==> config.mk <==
export PLATFORM = sky130hd
export DESIGN_NAME = ca_pattern_gen
export DESIGN_NICKNAME = d
export VERILOG_FILES = /design/src/rtl/ca_pkg.sv /design/src/rtl/ca_rst_sync.sv /design/src/rtl/ca_cell.sv /design/src/rtl/ca_step.sv /design/src/rtl/ca_pattern_gen.sv
export SDC_FILE = /design/constraint.sdc
export NUM_CORES = 1
export LEC_CHECK = 0
export CORE_AREA = 2 2 39 41
export CTS_BUF_LIST = sky130_fd_sc_hd__clkbuf_16
export DETAILED_ROUTE_END_ITERATION = 10
export DIE_AREA = 0 0 41 43
export PLACE_DENSITY = 0.56
export RECOVER_POWER = 25
export SYNTH_ARGS = -nofsm -noshare
export SYNTH_HDL_FRONTEND = slang
export SYNTH_SLANG_ARGS = --single-unit
==> constraint.sdc <==
create_clock -name clk -period 1.39 [get_ports clk]
set_input_delay 0.278 -clock clk [delete_from_list [all_inputs] [get_ports clk]]
set_output_delay 0.278 -clock clk [all_outputs]
set_load 0.03 [all_outputs]
==> src/rtl/ca_pkg.sv <==
package ca_pkg;

  typedef enum logic {
    RULE_90  = 1'b0,
    RULE_150 = 1'b1
  } ca_rule_e;

endpackage

==> src/rtl/ca_rst_sync.sv <==
module ca_rst_sync (
  input  logic clk,
  input  logic rst_n,
  output logic rst_n_sync
);

  logic meta_q;
  logic sync_q;

  always_ff @(posedge clk or negedge rst_n) begin
    if (!rst_n) begin
      meta_q <= 1'b0;
      sync_q <= 1'b0;
    end else begin
      meta_q <= 1'b1;
      sync_q <= meta_q;
    end
  end

  assign rst_n_sync = sync_q;

endmodule

==> src/rtl/ca_cell.sv <==
module ca_cell #(
  parameter ca_pkg::ca_rule_e RULE = ca_pkg::RULE_90
) (
  input  logic lower_nb,
  input  logic self_val,
  input  logic upper_nb,
  output logic next_val
);

  localparam logic USE_SELF = (RULE == ca_pkg::RULE_150);

  always_comb begin
    next_val = lower_nb ^ upper_nb ^ (self_val & USE_SELF);
  end

endmodule

==> src/rtl/ca_step.sv <==
module ca_step #(
  parameter int                CELLS = 4,
  parameter logic [CELLS-1:0]  RULES = '0
) (
  input  logic [CELLS-1:0] cur_state,
  output logic [CELLS-1:0] nxt_state
);

  localparam int PAD_W = CELLS + 2;

  // Null boundaries: a zero sits below cell 0 and above the last cell.
  logic [PAD_W-1:0] padded;
  assign padded = {1'b0, cur_state, 1'b0};

  for (genvar i = 0; i < CELLS; i++) begin : g_cell
    ca_cell #(
      .RULE(ca_pkg::ca_rule_e'(RULES[i]))
    ) u_cell (
      .lower_nb (padded[i]),
      .self_val (padded[i+1]),
      .upper_nb (padded[i+2]),
      .next_val (nxt_state[i])
    );
  end

endmodule

==> src/rtl/ca_pattern_gen.sv <==
module ca_pattern_gen #(
  parameter int                   CELLS      = 4,
  parameter int                   RULE_BITS  = CELLS,
  parameter logic [RULE_BITS-1:0] RULES      = 4'b0101,
  parameter logic [CELLS-1:0]     RESET_SEED = 1
) (
  input  logic             clk,
  input  logic             rst_n,
  input  logic             step_en,
  input  logic             seed_load,
  input  logic [CELLS-1:0] seed_value,
  output logic [CELLS-1:0] pattern
);

  if (RULE_BITS != CELLS) begin : g_rule_width_bad
    $error("ca_pattern_gen: rule mask width must equal CELLS");
  end

  localparam logic [CELLS-1:0] RULE_MASK = RULES[CELLS-1:0];

  logic             rst_n_s;
  logic [CELLS-1:0] state_q;
  logic [CELLS-1:0] state_d;
  logic [CELLS-1:0] step_out;

  ca_rst_sync u_rst_sync (
    .clk        (clk),
    .rst_n      (rst_n),
    .rst_n_sync (rst_n_s)
  );

  ca_step #(
    .CELLS (CELLS),
    .RULES (RULE_MASK)
  ) u_step (
    .cur_state (state_q),
    .nxt_state (step_out)
  );

  always_comb begin
    if (seed_load) begin
      state_d = seed_value;
    end else if (step_en) begin
      state_d = step_out;
    end else begin
      state_d = state_q;
    end
  end

  always_ff @(posedge clk or negedge rst_n_s) begin
    if (!rst_n_s) begin
      state_q <= RESET_SEED;
    end else begin
      state_q <= state_d;
    end
  end

  assign pattern = state_q;

endmodule

==> flow_summary.json <==
{
  "outcome": "finished, final reports clean",
  "switchingPower_uw": 210,
  "finalMaxSlewViolations": 0,
  "die_w_microns": 41,
  "synthCells": 29,
  "finalSetupTns_ns": 0,
  "grt_pass1_vias": 240,
  "max_stage_delay_ns": 0.47,
  "fmax_mhz": 794,
  "pre_cts_ws_ns": 0.000198,
  "combPwrFrac": 0.208,
  "finalPower_uw": 873,
  "grt_util_all_layers": 0.0962,
  "antenna_found_initial": 0,
  "ys_seq_area_frac": 0.506,
  "layout-drive-gt1-share": 0.244,
  "crit_slowest_cell": "or4b_1",
  "placedCellCount": 57,
  "fin_nets": 54,
  "syn_nets": 37,
  "chipHeight_microns": 43,
  "cts_root_buffer": "clkbuf_16",
  "grt_overflow": 0,
  "path_class": "reg2reg",
  "power.density_nw_per_um2": 1700,
  "clk_pin_slew_ns": 0.04,
  "fillCellCount": 152,
  "yosys_warnings": 0,
  "skew_ns": 0.00694,
  "cts.sinks": 6,
  "cp_data_arrival_time_ns": 1.42,
  "clock_power_share": 0.546,
  "p_int_uw": 663,
  "grt_pass1_wl_microns": 959,
  "area_growth_pct": 71.5,
  "cpLargestDelayFamily": "simple AND/OR/NAND/NOR gates",
  "leakage_nw": 0.240,
  "design.core.area_sq_um": 1380,
  "period_needed_ns": 1.26,
  "cts_tree": "done",
  "seqCellArea_sq_um": 151,
  "avgRoutedWirePerCell_microns": 9.89,
  "firstDrtPassIters": 1,
  "worstPathCellList": "buf_4 -> xnor2_1 -> or4b_1 -> nand3_1",
  "dp_hpwl_microns": 449,
  "switching_share": 0.241,
  "hp-class": "reg2async",
  "ant_nets": 0,
  "vias_per_cell": 4.05,
  "drv_cap": 0,
  "fin_util": 0.371,
  "syn_area_per_cell_sq_um": 10.3,
  "vias": 247,
  "htreeDepth": 1,
  "routed_wl_microns": 603,
  "crit_required_ns": 1.55,
  "cp_num_buf_inv": 1,
  "multi_input_area_sq_um": 114,
  "dr.first_iter.drc_count": 0,
  "port_buffers": 11,
  "finalSetupViolations": 0,
  "vdd_drop_max_uv": 832,
  "cp-start-kind": "flop",
  "grt_max_degree": 10,
  "initial_core_util": 0.216,
  "num_rows": 14,
  "synth_cell_types": 15,
  "timing.final.crit_share": 0.906,
  "io_pins": 12,
  "dieArea_sq_um": 1760,
  "rsz0062_at_grt": "no",
  "cts_hold_buf": 0,
  "end_kind": "flop",
  "hold_viol_final": 0,
  "netlist_area_sq_um": 299,
  "cts_made_buffers": 3,
  "cts_buffer_depth": 2,
  "ys_seq_elements": 6,
  "path_max_fanout": 3,
  "p_seq_frac": 0.246,
  "place.gp.congestion": 0.612,
  "final-instance-count-excl-fill": 61,
  "drcViolationCount": 0,
  "fin_ws_ns": 0.131,
  "insertion_delay_ns": 0.23,
  "n_antenna_cell": 0
}
==> cell usage in the layout (no fill, tap or decap) <==
master	synthesis	layout
or4b_1	1	1
a22oi_1	1	1
mux2i_1	2	2
nand3_1	1	1
clkbuf_16	0	3
xnor2_1	1	1
dfstp_2	1	1
dlygate4sd2_1	0	3
dfrtp_1	5	5
inv_1	0	1
nor2_1	1	1
nand3b_1	1	1
nand2_1	4	4
conb_1	1	1
clkdlybuf4s50_1	0	7
o21ai_0	3	3
xor2_1	2	2
buf_4	4	7
==> worst register-to-register path, cell delays in order, from the launching register on <==
cell and delay (ns):
dfrtp_1 0.36, buf_4 0.14, xnor2_1 0.13, or4b_1 0.47
nand3_1 0.09
==> synthesized netlist by cell type, drive strengths merged <==
cell	instances	area (sq um)
xnor2	1	8.76
mux2i	2	20.0
nand3b	1	7.51
clkbuf	1	3.75
dfrtp	5	125
dfstp	1	26.3
buf	4	30.0
nor2	1	3.75
a22oi	1	7.51
nand2	4	15.0
o21ai	3	15.0
conb	1	3.75
xor2	2	17.5
nand3	1	5.00
or4b	1	10.0
==> power by group through the flow <==
| stage | sequential (mW) | combinational, mW | clock, mW |
|---|---|---|---|
| after CTS | 0.216 | 0.185 | 0.487 |
| after global routing | 0.217 | 0.200 | 0.493 |
| after floorplan | 0.224 | 0.115 | 0 |
| after global placement | 0.218 | 0.191 | 0 |
| final | 0.215 | 0.181 | 0.477 |
| after detailed placement | 0.218 | 0.194 | 0 |
==> cells by family (layout without fill, tap and decap cells) <==
group / Yosys count / after routing / synth area share
AOI/OAI and AO/OA: 4 / 4 / 0.0753
muxes: 2 / 2 / 0.0669
other: 1 / 1 / 0.0125
xor gates and xnor gates: 3 / 3 / 0.0879
and+or+nand+nor: 8 / 8 / 0.138
DFF: 6 / 6 / 0.506
buffers and inverters: 5 / 21 / 0.113
==> area by class of cell <==
cell class,instances,area share
timing repair buffer,17,0.290
sequential,6,0.295
clock buffer,3,0.146
tap,16,0.0390
clock inverter,1,0.00732
multi-input combinational,18,0.222
==> metal layers <==
layer  global-route usage  up-vias  part of all wire
met5                    0        -                 0
met4                0.120        0             0.056
met3               0.0628        4             0.088
met2                0.106        9              0.44
met1                0.102      111              0.42
li1                     -      123                 -
==> path summary, 6_finish.rpt <==
check	start	end	slack, ns	cells past startpoint
min in group clk	u_rst_sync.meta_q$_DFF_PN0_	u_rst_sync.rst_n_sync$_DFF_PN0_	0.34	0
worst max-delay path	pattern[1]$_DFFE_PN0P_	pattern[2]$_DFFE_PN0P_	0.13	4
worst max register to register	pattern[1]$_DFFE_PN0P_	pattern[2]$_DFFE_PN0P_	0.13	4
max in group asynchronous	rst_n	u_rst_sync.rst_n_sync$_DFF_PN0_	1.06	1
worst min register to register	u_rst_sync.rst_n_sync$_DFF_PN0_	pattern[3]$_DFFE_PN0P_	0.05	0
worst min-delay path	u_rst_sync.rst_n_sync$_DFF_PN0_	pattern[3]$_DFFE_PN0P_	0.05	0
==> through the flow <==
| step | hold WS (ns) | area, sq um |
|---|---|---|
| finish | 0.0513 | 513 |
| global route | 0.0669 | 513 |
| CTS | 0.0612 | 513 |
| detailed placement | 0.0670 | 438 |
| global placement | 0.0701 | 438 |
| floorplan | -0.0176 | 299 |
==> sequential cells by signal, summed over array words and instances (netlist names) <==
signal / count
u_rst_sync.meta_q: 1
u_rst_sync.rst_n_sync: 1
pattern: 4
==> repair_timing <==
item,CTS,global route
buffers inserted,0,0
endpoints found under the setup margin,3,0
resized for setup,3,0
(Power assumes the default switching activity.)
